==> config.mk <==
export PLATFORM = sky130hd
export DESIGN_NAME = irq_daisy_responder
export DESIGN_NICKNAME = d
export VERILOG_FILES = /design/src/rtl/irq_resp_pkg.sv /design/src/rtl/irq_pending_reg.sv /design/src/rtl/strobe_width_meter.sv /design/src/rtl/status_lane_mux.sv /design/src/rtl/irq_daisy_responder.sv
export SDC_FILE = /design/constraint.sdc
export NUM_CORES = 1
export LEC_CHECK = 0
export ABC_AREA = 1
export BUFFER_PORTS_ARGS = -buffer_cell sky130_fd_sc_hd__buf_4
export CORE_UTILIZATION = 42
export CTS_CLUSTER_DIAMETER = 40
export CTS_CLUSTER_SIZE = 12
export DETAILED_ROUTE_END_ITERATION = 8
export PLACE_DENSITY = 0.76
export SLEW_MARGIN = 10
export SYNTH_ARGS = -nofsm -noshare
export SYNTH_HDL_FRONTEND = slang
export SYNTH_SLANG_ARGS = --single-unit
export TNS_END_PERCENT = 10
==> constraint.sdc <==
create_clock -name clk -period 1.6 [get_ports clk]
set_input_delay 0.32 -clock clk [delete_from_list [all_inputs] [get_ports clk]]
set_output_delay 0.32 -clock clk [all_outputs]
set_load 0.01 [all_outputs]
==> src/rtl/irq_resp_pkg.sv <==
package irq_resp_pkg;

  typedef enum logic [2:0] {
    S_IDLE,
    S_FWD,
    S_WAIT_DS,
    S_MEASURE,
    S_ACK,
    S_DROP,
    S_WAIT_AS
  } resp_state_t;

  typedef enum logic [1:0] {
    WID_8  = 2'd0,
    WID_16 = 2'd1,
    WID_32 = 2'd2
  } ack_width_t;

  function automatic logic [2:0] width_bytes(input ack_width_t w);
    case (w)
      WID_8:   width_bytes = 3'd1;
      WID_16:  width_bytes = 3'd2;
      default: width_bytes = 3'd4;
    endcase
  endfunction

endpackage

==> src/rtl/irq_pending_reg.sv <==
module irq_pending_reg (
  input  logic clk,
  input  logic rst_n,
  input  logic set_i,
  input  logic clear_i,
  output logic pending_o
);
  always_ff @(posedge clk) begin
    if (!rst_n)       pending_o <= 1'b0;
    else if (set_i)   pending_o <= 1'b1;
    else if (clear_i) pending_o <= 1'b0;
  end

  assert_set_wins_R1: assert property (@(posedge clk) disable iff (!rst_n)
    set_i |=> pending_o);
endmodule

==> src/rtl/strobe_width_meter.sv <==
module strobe_width_meter
  import irq_resp_pkg::*;
#(
  parameter int DSB_WAIT = 4,
  parameter int MIN_ACK  = 2
) (
  input  logic       clk,
  input  logic       rst_n,
  input  logic       start_i,
  input  logic       run_i,
  input  logic       ds0_n,
  input  logic       ds1_n,
  input  logic       lword_n,
  output logic       done_o,
  output ack_width_t width_o
);
  localparam int LIMIT = (DSB_WAIT > MIN_ACK) ? DSB_WAIT : MIN_ACK;
  localparam int CNT_W = $clog2(LIMIT + 2);

  logic [CNT_W-1:0] cnt;
  logic [CNT_W:0]   elapsed;
  logic             both_low;

  always_ff @(posedge clk) begin
    if (!rst_n)                                 cnt <= '0;
    else if (start_i)                           cnt <= '0;
    else if (run_i && cnt != CNT_W'(LIMIT + 1)) cnt <= cnt + 1'b1;
  end

  assign elapsed  = {1'b0, cnt} + 1'b1;
  assign both_low = !ds0_n && !ds1_n;

  always_comb begin
    done_o = run_i && (elapsed >= (CNT_W+1)'(MIN_ACK)) &&
             (both_low || elapsed >= (CNT_W+1)'(DSB_WAIT));
    if (!lword_n)      width_o = WID_32;
    else if (both_low) width_o = WID_16;
    else               width_o = WID_8;
  end
endmodule

==> src/rtl/status_lane_mux.sv <==
module status_lane_mux
  import irq_resp_pkg::*;
#(
  parameter int DATA_BYTES = 4
) (
  input  logic [8*DATA_BYTES-1:0] status_i,
  input  ack_width_t              width_i,
  output logic [8*DATA_BYTES-1:0] data_o,
  output logic [DATA_BYTES-1:0]   oe_o
);
  logic [2:0] nbytes;
  assign nbytes = width_bytes(width_i);

  for (genvar b = 0; b < DATA_BYTES; b++) begin : g_lane
    assign oe_o[b]         = (3'(b) < nbytes);
    assign data_o[8*b +: 8] = oe_o[b] ? status_i[8*b +: 8] : 8'h00;
  end
endmodule

==> src/rtl/irq_daisy_responder.sv <==
module irq_daisy_responder
  import irq_resp_pkg::*;
#(
  parameter int STATUS_BYTES = 2,
  parameter int DSB_WAIT     = 4,
  parameter int MIN_ACK      = 2,
  parameter int DATA_BYTES   = 4
) (
  input  logic                    clk,
  input  logic                    rst_n,
  input  logic                    irq_set,
  input  logic [2:0]              irq_level,
  input  logic [8*DATA_BYTES-1:0] status_id,
  input  logic                    as_n,
  input  logic                    ds0_n,
  input  logic                    ds1_n,
  input  logic                    lword_n,
  input  logic [2:0]              ack_code,
  input  logic                    iackin_n,
  output logic                    irq_n,
  output logic                    iackout_n,
  output logic                    dtack_n,
  output logic                    berr_n,
  output logic [8*DATA_BYTES-1:0] data_out,
  output logic [DATA_BYTES-1:0]   data_oe
);
  localparam int DW = 8 * DATA_BYTES;

  resp_state_t        state;
  logic               pending;
  logic               meas_done;
  ack_width_t         meas_width;
  logic [DW-1:0]      lane_data;
  logic [DATA_BYTES-1:0] lane_oe;
  logic               too_wide;
  logic               good_ack;

  irq_pending_reg u_pend (
    .clk(clk), .rst_n(rst_n), .set_i(irq_set), .clear_i(good_ack), .pending_o(pending)
  );

  strobe_width_meter #(.DSB_WAIT(DSB_WAIT), .MIN_ACK(MIN_ACK)) u_meter (
    .clk(clk), .rst_n(rst_n),
    .start_i(state == S_WAIT_DS), .run_i(state == S_MEASURE),
    .ds0_n(ds0_n), .ds1_n(ds1_n), .lword_n(lword_n),
    .done_o(meas_done), .width_o(meas_width)
  );

  status_lane_mux #(.DATA_BYTES(DATA_BYTES)) u_lanes (
    .status_i(status_id), .width_i(meas_width), .data_o(lane_data), .oe_o(lane_oe)
  );

  assign too_wide = width_bytes(meas_width) > 3'(STATUS_BYTES);
  assign good_ack = (state == S_MEASURE) && meas_done && !too_wide;
  assign irq_n    = !pending;

  always_ff @(posedge clk) begin
    if (!rst_n) begin
      state     <= S_IDLE;
      iackout_n <= 1'b1;
      dtack_n   <= 1'b1;
      berr_n    <= 1'b1;
      data_out  <= '0;
      data_oe   <= '0;
    end else begin
      case (state)
        S_IDLE: if (!as_n && !iackin_n) begin
          if (pending && ack_code == irq_level) state <= S_WAIT_DS;
          else begin
            iackout_n <= 1'b0;
            state     <= S_FWD;
          end
        end
        S_FWD: if (as_n) begin
          iackout_n <= 1'b1;
          state     <= S_IDLE;
        end
        S_WAIT_DS: begin
          if (as_n)                    state <= S_IDLE;
          else if (!ds0_n || !ds1_n)   state <= S_MEASURE;
        end
        S_MEASURE: if (meas_done) begin
          if (too_wide) berr_n <= 1'b0;
          else begin
            dtack_n  <= 1'b0;
            data_out <= lane_data;
            data_oe  <= lane_oe;
          end
          state <= S_ACK;
        end
        S_ACK: if (ds0_n && ds1_n) begin
          data_oe  <= '0;
          data_out <= '0;
          state    <= S_DROP;
        end
        S_DROP: begin
          dtack_n <= 1'b1;
          berr_n  <= 1'b1;
          state   <= S_WAIT_AS;
        end
        default: if (as_n) state <= S_IDLE;
      endcase
    end
  end

  assert_oe_needs_iackin_R4: assert property (@(posedge clk) disable iff (!rst_n)
    (data_oe != '0) |-> !iackin_n);
  assert_fwd_quiet_R4: assert property (@(posedge clk) disable iff (!rst_n)
    !iackout_n |-> (data_oe == '0 && dtack_n));
  assert_iackout_after_iackin_R3: assert property (@(posedge clk) disable iff (!rst_n)
    $fell(iackout_n) |-> !iackin_n);
  assert_iackout_release_R3: assert property (@(posedge clk) disable iff (!rst_n)
    (!iackout_n && as_n) |=> iackout_n);
  assert_data_stable_R8: assert property (@(posedge clk) disable iff (!rst_n)
    (!dtack_n && $past(!dtack_n) && data_oe != '0) |-> $stable(data_out));
  assert_release_order_R8: assert property (@(posedge clk) disable iff (!rst_n)
    $rose(dtack_n) |-> $past(data_oe) == '0);
  assert_ack_excl_R7: assert property (@(posedge clk) disable iff (!rst_n)
    !(!dtack_n && !berr_n));
  assert_berr_no_data_R7: assert property (@(posedge clk) disable iff (!rst_n)
    !berr_n |-> (data_oe == '0 && !irq_n));
  assert_clear_on_ack_R9: assert property (@(posedge clk) disable iff (!rst_n)
    ($fell(dtack_n) && !$past(irq_set)) |-> irq_n);
endmodule

==> results of run 1 <==
state kept, by name (all words and copies together) (netlist names):
name and cells:
u_meter.cnt 3, dtack_n 1, berr_n 1, iackout_n 1, data_oe 4, state 3, u_pend.pending_o 1, data_out 24
power by group:
part / switching, µW / internal, µW / leakage (µW)
clock network: 332 / 499 / 0.0000573
logic: 503 / 337 / 0.000926
registers: 76.3 / 1010 / 0.000309
total: 911 / 1840 / 0.00129
cell usage in the layout, fill, tap and decap left out, types with 2 or more instances in the layout:
cell      netlist  final
a211oi_1        2      2
a21oi_1        32     28
a21oi_2         1      5
buf_4           8     81
buf_6           1      2
clkbuf_8        0      6
conb_1          1      8
dfxtp_1        38     35
dfxtp_2         0      2
ha_4            0      2
inv_1          31     28
inv_2           1      3
nand2_1        59     58
nand2_2         1      2
nand3_1        38     32
nand3_2         0      4
nand3_4         1      4
nor2_1         29     28
nor2_2          1      2
nor2_4          1      2
o21ai_0         5      5
or2_2           2      2
routing by layer:
metal | up-vias | GRT usage [%]
met5 | - | 0
met1 | 937 | 25.1
li1 | 1016 | -
met3 | 9 | 4.11
met2 | 66 | 36.2
met4 | 0 | 6.77
critical path, delay by kind of cell, from the launching register on:
| kind | cells | cell delay, ns |
|---|---|---|
| simple gates | 4 | 0.51 |
| flops | 1 | 0.37 |
| compound gates | 2 | 0.35 |
| fa+ha+maj | 1 | 0.23 |
| buf+inv | 1 | 0.09 |
logic make-up (layout without fill, tap and decap cells):
group / after synthesis / in the layout / synth area share [%]
buffers and inverters: 51 / 126 / 12.7
AO/OA/AOI/OAI: 41 / 41 / 12.1
XOR/XNOR: 1 / 1 / 0.470
other: 1 / 8 / 0.201
flip-flops: 38 / 38 / 40.8
AND/OR/NAND/NOR: 135 / 137 / 31.7
adder cells (fa/ha/maj): 3 / 3 / 2.01
layout make-up:
type | instances | area, µm²
clock buffers | 6 | 82.6
clock inverters | 1 | 30.0
fillers | 361 | 1380
inverters | 33 | 131
multi-input cells | 190 | 1010
flip-flops and latches | 38 | 767
well taps | 50 | 62.6
repair buffers | 86 | 676
stage by stage:
stage                     power, µW  hold WS, ns  setup WS [ns]  cells  area [µm²]
after global routing           2920        0.259         -0.101    404        2760
after CTS                      2720        0.237        0.00474    402        2660
after detailed placement       1870        0.433         -0.221    392        2480
final                          2750        0.237        -0.0194    404        2760
after global placement         1860        0.432         -0.205    392        2480
after floorplan                1640        0.404       -0.00763    277        1900
worst paths after layout:
check                      to           start  cells after the start  slack (ns)
max reg2reg      data_out[15]  u_meter.cnt[0]                      8       -0.02
min          u_pend.pending_o         irq_set                      3        0.24
max              data_out[15]  u_meter.cnt[0]                      8       -0.02
min reg2reg        data_oe[2]      data_oe[2]                      2        0.47
what timing repair did:
item                       4_1_cts  5_1_grt
gates cloned                     2        2
gates resized for setup         15       15
pin swaps                        5        5
setup endpoints to repair       28       31
buffers inserted                 1        0
==> impl_metrics.csv, run 1 <==
group,metric,value,unit
synthesis,netlist_top_cells_area,"dfxtp_1 (41%), nand2_1 (12%), nand3_1 (10%)",
layout,drive_gt1_share,35.3,%
setup_path,crit_top_cell,"nand3_4",
synthesis,synth_common_cells,"nand2_1 (59), dfxtp_1 (38), nand3_1 (38), a21oi_1 (32), inv_1 (31)",
synthesis,seq_area_frac_synth,40.8,%
clock_tree,cts_buffers,5,
synthesis,synth-main-ff-cell,"dfxtp_1",
power_and_ir_drop,leakage,0.00129,µW
global_route,grt_first_pass_wirelength,7.40,mm
routing,detail_route.wirelength,4.89,mm
layout,synthToLayoutAreaGrowth,48.1,%
clock_tree,clk_latency,0.29,ns
setup_path,critPathMaxFanout,5,
min_path,hp-class,"in2reg",
clock_tree,cts_tree,"built",
synthesis,async_flop_share,0,%
placed_design,portBuffers,69,
setup_path,critical_path.cell_chain,"ha_1 > inv_2 > nand3_4 > a21oi_4 > nand3_4 > nor2_4 > nand2_1 > a21oi_2",
power_and_ir_drop,irDropWorstVdd,0.00112,V
timing,min_period,1.62,ns
layout,final_nets,403,
routing,drc_errors,0,
placed_design,dp_hpwl,3.28,mm
timing,hold_violations,0,
routing,drt-met1-wl,2.01,mm
global_route,grt_max_degree,24,
routing,wl_per_cell,12.1,µm
timing,rsz0062_at_grt,"true",
global_route,grt_pass1_vias,1738,
floorplan,start_util,45.0,%
floorplan,rows,23,
routing,postRouteAntennaNets,0,
setup_path,critPathMaxStageDelay,0.37,ns
run_status,status,"finished with violations",
run_status,violations,"setup timing",
global_route,track_usage,20.7,%
floorplan,die_h,68.6,µm
timing,layout_setup_ws,-0.0194,ns
clock_tree,clockBufferDepth,2,
synthesis,synth_top_area_share,40.8,%
setup_path,critPathKind,"reg2reg",
synthesis,synthCells,270,
routing,top_layer,"met4",
global_route,overflow,0,
setup_path,cp_slowest_cell,"dfxtp_4",
clock_tree,cts-root-buf,"clkbuf_8",
synthesis,ys_ff_latch,38,
run,drv_cap,0,
placed_design,gp_congestion,0.905,
floorplan,die_w,68.6,µm
routing,wl_met3,282,µm
floorplan,core,4140,µm²
floorplan,io_pins,86,
routing,drt_iter0_drc,117,
synthesis,yosysTopAreaCell,"dfxtp_1",
power_and_ir_drop,powerDensity,997,nW/µm²
setup_path,required,1.83,ns
synthesis,yosysWarnings,0,
routing,via_per_inst,5.02,
timing,fin_tns_setup,-0.0505,ns
setup_path,crit_arrival,1.85,ns
clock_tree,cts_sinks,38,
floorplan,die-area,4710,µm²
synthesis,synth_cell_type_count,27,
synthesis,synth_most_common_cell,"nand2_1",
layout,finish.utilization,66.6,%
routing,vias,2028,
layout,n_antenna_cell,0,
synthesis,synth.avg_cell_area,6.90,µm²
timing,setup_viol,5,
clock_tree,cts-htree-levels,2,
routing,wl_met2,2.54,mm
synthesis,synth_area,1860,µm²
setup_path,crit_path_end_kind,"register",
setup_path,start_kind,"register",
timing,finalCritPeriodShare,101,%
routing,dr.pass1.iters,4,
clock_tree,ctsHoldBuffers,0,
timing,finClkSkew,0.00328,ns
synthesis,synth_edf_count,0,
global_route,antenna_found_initial,0,
timing,clock.fmax,0.618,GHz
clock_tree,cts.clk_slew.worst_paths,0.07,ns
timing,drv_slew,0,
Note: power is estimated with default switching activity, not from simulation.
==> run 2, diff against run 1 <==
--- a/config.mk
+++ b/config.mk
@@ -7,6 +7,7 @@
 export LEC_CHECK = 0
 export ABC_AREA = 1
 export BUFFER_PORTS_ARGS = -buffer_cell sky130_fd_sc_hd__buf_4
+export CORE_ASPECT_RATIO = 2
 export CORE_UTILIZATION = 42
 export CTS_CLUSTER_DIAMETER = 40
 export CTS_CLUSTER_SIZE = 12
==> run 2 against run 1 <==
Compared with the run above:
- the run still ends with setup timing left
- first-iteration DRC count down 68%
- clock-buffer cell count is the same
- via count about the same
- power is 4.8% lower
- die area increased by 0.34%
- setup slack worse by 0.067 ns
- worst hold slack lost 0.0061 ns
- sequential power hardly changed
- critical path type unchanged
- critical endpoint is now data_out[27]
==> impl_metrics.csv, run 2 (synthesis gave the netlist of run 1 again) <==
group,metric,value,unit
floorplan,die_w,49.1,µm
placed_design,gp_congestion,0.779,
global_route,overflow,0,
power_and_ir_drop,leakage,0.00130,µW
layout,top_regs,"data_out: 24 flops, data_oe: 4 flops",
clock_tree,cts-htree-levels,2,
timing,min_period,1.69,ns
floorplan,io_pins,86,
min_path,hold_path_depth,3,
floorplan,die_h,96.2,µm
routing,drt_iter0_drc,37,
placed_design,dp_hpwl,3.53,mm
layout,layout_common_cells,"buf_4 (83), nand2_1 (53), dfxtp_1 (36)",
min_path,hp-class,"in2reg",
layout,multi_input_area,1100,µm²
timing,layout_setup_ws,-0.0863,ns
global_route,grt_max_degree,29,
setup_path,critPathMaxFanout,7,
power_and_ir_drop,pwr-share-clk,26.2,%
floorplan,start_util,43.4,%
clock_tree,cts.clk_slew.worst_paths,0.08,ns
timing,setup_viol,29,
layout,largest_reg_flops,24,
layout,regMostFlops,"data_out",
power_and_ir_drop,intPower,1690,µW
timing,rsz0062_at_grt,"true",
run,drv_cap,0,
clock_tree,cts-root-buf,"clkbuf_8",
setup_path,critPathMaxStageDelay,0.37,ns
timing,hold_violations,0,
clock_tree,clk_latency,0.29,ns
routing,via_per_inst,4.94,
routing,vias,2026,
run_status,violations,"setup timing",
setup_path,crit_family,"simple AND/OR/NAND/NOR gates",
setup_path,reg2reg_depth,10,
power_and_ir_drop,seqPwrFrac,41.4,%
floorplan,die-area,4730,µm²
setup_path,required,1.83,ns
global_route,antenna_found_initial,0,
power_and_ir_drop,swShare,35.6,%
routing,dr.pass1.iters,4,
timing,drv_slew,0,
global_route,track_usage,21.4,%
clock_tree,cts_buffers,5,
global_route,grt_pass1_vias,1858,
layout,final_nets,404,
power_and_ir_drop,powerDensity,916,nW/µm²
layout,seq_area,766,µm²
setup_path,critical_path.cell_chain,"inv_2 > ha_4 > inv_4 > nand3_4 > a21oi_4 > nand3_4 > buf_8 > nor2_4 > nand2_2 > a21oi_2",
clock_tree,ctsHoldBuffers,0,
routing,postRouteAntennaNets,0,
setup_path,start_kind,"register",
layout,n_antenna_cell,0,
routing,drc_errors,0,
clock_tree,clockBufferDepth,2,
routing,detail_route.wirelength,5.18,mm
layout,drive_gt1_share,40.4,%
placed_design,pre_cts_ws,-0.222,ns
run_status,status,"finished with violations",
setup_path,crit_top_cell,"nand3_4",
placed_design,portBuffers,69,
clock_tree,cts_sinks,38,
setup_path,crit_path_end_kind,"register",
timing,finalCritPeriodShare,105,%
timing,fin_tns_setup,-0.749,ns
layout,layout_commonest_cell,"buf_4",
floorplan,core,4300,µm²
setup_path,crit_arrival,1.91,ns
timing,clock.fmax,0.593,GHz
routing,wl_per_cell,12.6,µm
power_and_ir_drop,netSwitchingPower,934,µW
setup_path,cp_slowest_cell,"dfxtp_2",
setup_path,critPathKind,"reg2reg",
setup_path,path_buf_inv,3,
layout,synthToLayoutAreaGrowth,53.6,%
setup_path,crit_cells,10,
clock_tree,cts_tree,"built",
layout,fillCellCount,389,
power_and_ir_drop,p_comb_share,32.4,%
global_route,grt_first_pass_wirelength,7.76,mm
floorplan,rows,34,
timing,finClkSkew,0.00664,ns
power_and_ir_drop,irDropWorstVdd,0.000881,V
==> run 2: changes by cell type in the layout (fill, tap and decap cells not counted), sizes merged <==
cell	before	now
buf	85	88
bufinv	1	0
clkbuf	7	6
clkinv	1	2
clkinvlp	0	1
nand3	40	39
==> run 2: tightest hold or removal path: cells and delay by family <==
family          cells  cell delay, ns
simple gates        1            0.06
buf+inv             1            0.08
compound gates      1            0.02
==> run 2: final cells by class <==
cell class              instances  share of cell area, %
clock buffers                   6                   2.88
clock inverters                 2                  0.437
inverters                      33                   4.68
multi-input cells             189                   38.6
flip-flops and latches         38                   26.7
well taps                      54                   2.36
repair buffers                 88                   24.3
==> run 2: routing by layer <==
layer  GRT usage [%]  part of all wire (%)
met2            43.3                    60
met5               0                     0
met1            19.5                    34
met4            10.8                   2.7
met3            4.11                   3.3
==> run 2: path summary, 6_finish.rpt <==
| check | slack [ns] | start | endpoint |
|---|---|---|---|
| worst max-delay path | -0.09 | u_meter.cnt[1] | data_out[27] |
| worst min-delay path | 0.23 | irq_set | u_pend.pending_o |
| worst max register to register | -0.09 | u_meter.cnt[1] | data_out[27] |
| worst min register to register | 0.45 | data_oe[2] | data_oe[2] |
==> run 2: timing repair <==
item / in CTS / in global routing
gates cloned: 2 / 0
resized for setup: 22 / 34
endpoints found under the setup margin: 30 / 32
buffers inserted: 2 / 3
pin swaps: 6 / 12
==> run 2: power by group through the flow <==
stage               logic [µW]  registers [µW]  clock network (µW)
floorplan                  549            1090                   0
finish                     849            1080                 687
global placement           752            1100                   0
CTS                        805            1080                 709
global route               969            1090                 749
detailed placement         770            1100                   0
==> run 2: per-stage QoR <==
stage          util, %  instance area, µm²  std cells  total power, µW  hold slack (ns)
6_report          66.6                2860        410             2620            0.231
5_1_grt           66.6                2860        410             2810            0.229
4_1_cts           63.0                2710        408             2600            0.221
3_5_place_dp      57.8                2480        396             1870            0.450
3_3_place_gp      57.8                2480        396             1850            0.451
2_1_floorplan        -                1900        277             1640            0.404
==> run 3, diff against run 2 <==
--- a/config.mk
+++ b/config.mk
@@ -10,9 +10,9 @@
 export CORE_ASPECT_RATIO = 2
 export CORE_UTILIZATION = 42
 export CTS_CLUSTER_DIAMETER = 40
-export CTS_CLUSTER_SIZE = 12
+export CTS_CLUSTER_SIZE = 10
 export DETAILED_ROUTE_END_ITERATION = 8
-export PLACE_DENSITY = 0.76
+export PLACE_DENSITY = 0.81
 export SLEW_MARGIN = 10
 export SYNTH_ARGS = -nofsm -noshare
 export SYNTH_HDL_FRONTEND = slang
==> run 3 against run 2 <==
Compared with the run above:
- the run ends with DRC, setup timing left
- global-route usage increased by 1.6 points
- clock skew decreased by 0.0011 ns
- critical path type unchanged
- first-iteration DRC count increased by 22%
- critical endpoint is now data_out[11]
==> impl_metrics.csv, run 3 (synthesis gave the netlist of run 1 again) <==
group,metric,value,unit
routing,drt_iter0_drc,45,
layout,final_area,2820,µm²
timing,setup_viol,8,
layout,n_antenna_cell,0,
clock_tree,cts_buffers,5,
clock_tree,cts_sinks,38,
timing,finalCritPeriodShare,102,%
clock_tree,cts_tree,"built",
global_route,grt_first_pass_wirelength,8.31,mm
setup_path,reg2reg_depth,11,
layout,regMostFlops,"data_out",
layout,largest_reg_flops,24,
clock_tree,cts-root-buf,"clkbuf_8",
layout,drive_gt1_share,34.4,%
setup_path,crit_end,"data_out[11]",
setup_path,crit_path_end_kind,"register",
placed_design,portBuffers,69,
routing,wl_per_cell,12.7,µm
global_route,antenna_found_initial,0,
placed_design,dp_hpwl,3.57,mm
global_route,grt_pass1_vias,1946,
floorplan,die_w,49.1,µm
timing,layout_setup_ws,-0.0313,ns
power_and_ir_drop,netSwitchingPower,926,µW
routing,dr.pass1.iters,6,
run_status,status,"finished with violations",
routing,via_per_inst,5.02,
floorplan,rows,34,
layout,synthToLayoutAreaGrowth,51.1,%
setup_path,crit_arrival,1.86,ns
power_and_ir_drop,pwr-share-clk,34.3,%
routing,detail_route.wirelength,5.22,mm
placed_design,gp_congestion,0.964,
routing,vias,2070,
clock_tree,cts.clk_slew.worst_paths,0.07,ns
setup_path,start_kind,"register",
floorplan,die_h,96.2,µm
setup_path,crit_start,"u_meter.cnt[1]",
floorplan,start_util,43.4,%
layout,final_nets,406,
floorplan,io_pins,86,
floorplan,die-area,4730,µm²
placed_design,dp.cells,397,
clock_tree,cts-htree-levels,2,
timing,hold_violations,0,
timing,rsz0062_at_grt,"true",
timing,finClkSkew,0.00550,ns
setup_path,r2r-end,"data_out[11]",
setup_path,reg2reg_slack,-0.03,ns
setup_path,critPathKind,"reg2reg",
power_and_ir_drop,powerDensity,1040,nW/µm²
power_and_ir_drop,p_comb_share,28.7,%
layout,layout_commonest_cell,"buf_4",
routing,postRouteAntennaNets,0,
power_and_ir_drop,swShare,31.7,%
layout,top_regs,"data_out: 24 flops, data_oe: 4 flops",
global_route,grt_max_degree,29,
floorplan,core,4300,µm²
power_and_ir_drop,irDropWorstVdd,0.000846,V
power_and_ir_drop,intPower,2000,µW
global_route,track_usage,23.0,%
routing,drc_errors,1,
power_and_ir_drop,seqPwrFrac,37.0,%
timing,clock.fmax,0.613,GHz
timing,min_period,1.63,ns
global_route,overflow,0,
setup_path,required,1.82,ns
layout,stdcell_count,412,
placed_design,place_area,2490,µm²
clock_tree,clockBufferDepth,2,
placed_design,pre_cts_ws,-0.239,ns
power_and_ir_drop,leakage,0.00133,µW
timing,drv_slew,0,
layout,layout_common_cells,"buf_4 (84), nand2_1 (58), nand3_1 (36), dfxtp_1 (36), a21oi_1 (30)",
setup_path,r2r_start,"u_meter.cnt[1]",
setup_path,critPathMaxFanout,8,
run,drv_cap,0,
clock_tree,clk_latency,0.29,ns
min_path,hp-class,"in2reg",
run_status,violations,"DRC, setup timing",
## run 3: cell types whose count changed in the layout (fill, tap and decap cells not counted), moves of 2 or more
cell / before / now
a21oi_1: 22 / 30
a21oi_2: 11 / 3
bufinv_16: 0 / 2
nand2_1: 53 / 58
nand2_2: 7 / 2
nand3_1: 27 / 36
nand3_2: 5 / 0
nand3_4: 7 / 3
## run 3: through the flow
stage	setup TNS (ns)	power [µW]	hold WS, ns	utilization, %
4_1_cts	-0.503	2890	0.234	64.6
2_1_floorplan	-0.00763	1640	0.404	-
3_5_place_dp	-6.06	1860	0.435	57.9
5_1_grt	-2.70	3110	0.260	65.6
3_3_place_gp	-5.09	1840	0.433	57.9
6_report	-0.187	2930	0.232	65.6
## run 3: layout make-up
class,instances,area [µm²]
Fill cell,371,1480
Timing Repair Buffer,90,727
Sequential cell,38,766
Multi-Input combinational cell,189,980
Clock buffer,6,82.6
Clock inverter,2,60.1
Inverter,33,134
Tap cell,54,67.6
## run 3: layer usage
metal  GRT usage (%)  share of wire, %
met5               0                 0
met2            47.9                61
met3            3.48               4.1
met4            11.5               2.8
met1            20.3                32
## run 3: critical path, cell delays in order, from the launching register on
cell and delay (ns):
dfxtp_2 0.34, buf_6 0.12, ha_4 0.16, inv_4 0.06, nand2_1 0.07, nand2_2 0.09, nand3_4 0.09, nand3_4 0.14
buf_12 0.13, buf_8 0.12, nand3_1 0.09, a21oi_1 0.15
## run 3: how the worst min path moves through the flow
| stage | startpoint | depth (start not counted) | slack, ns | endpoint |
|---|---|---|---|---|
| global route | irq_set | 3 | 0.26 | u_pend.pending_o |
| detailed placement | dtack_n | 2 | 0.44 | dtack_n |
| finish | irq_set | 3 | 0.23 | u_pend.pending_o |
| floorplan | rst_n | 1 | 0.40 | iackout_n |
| global placement | dtack_n | 2 | 0.43 | dtack_n |
| CTS | irq_set | 3 | 0.23 | u_pend.pending_o |
## run 3: power groups by stage
stage	Clock (µW)	Sequential (µW)	Combinational, µW
2_1_floorplan	0	1090	549
3_3_place_gp	0	1090	746
3_5_place_dp	0	1100	767
4_1_cts	1010	1080	798
5_1_grt	1060	1090	959
6_report	1000	1080	840
## run 3: what timing repair did
item | in CTS | in global routing
gates resized for setup | 19 | 8
cloned | 2 | 0
pin swaps | 6 | 12
endpoints found under the setup margin | 29 | 30
hold buffers | 0 | 0
buffers inserted | 2 | 3
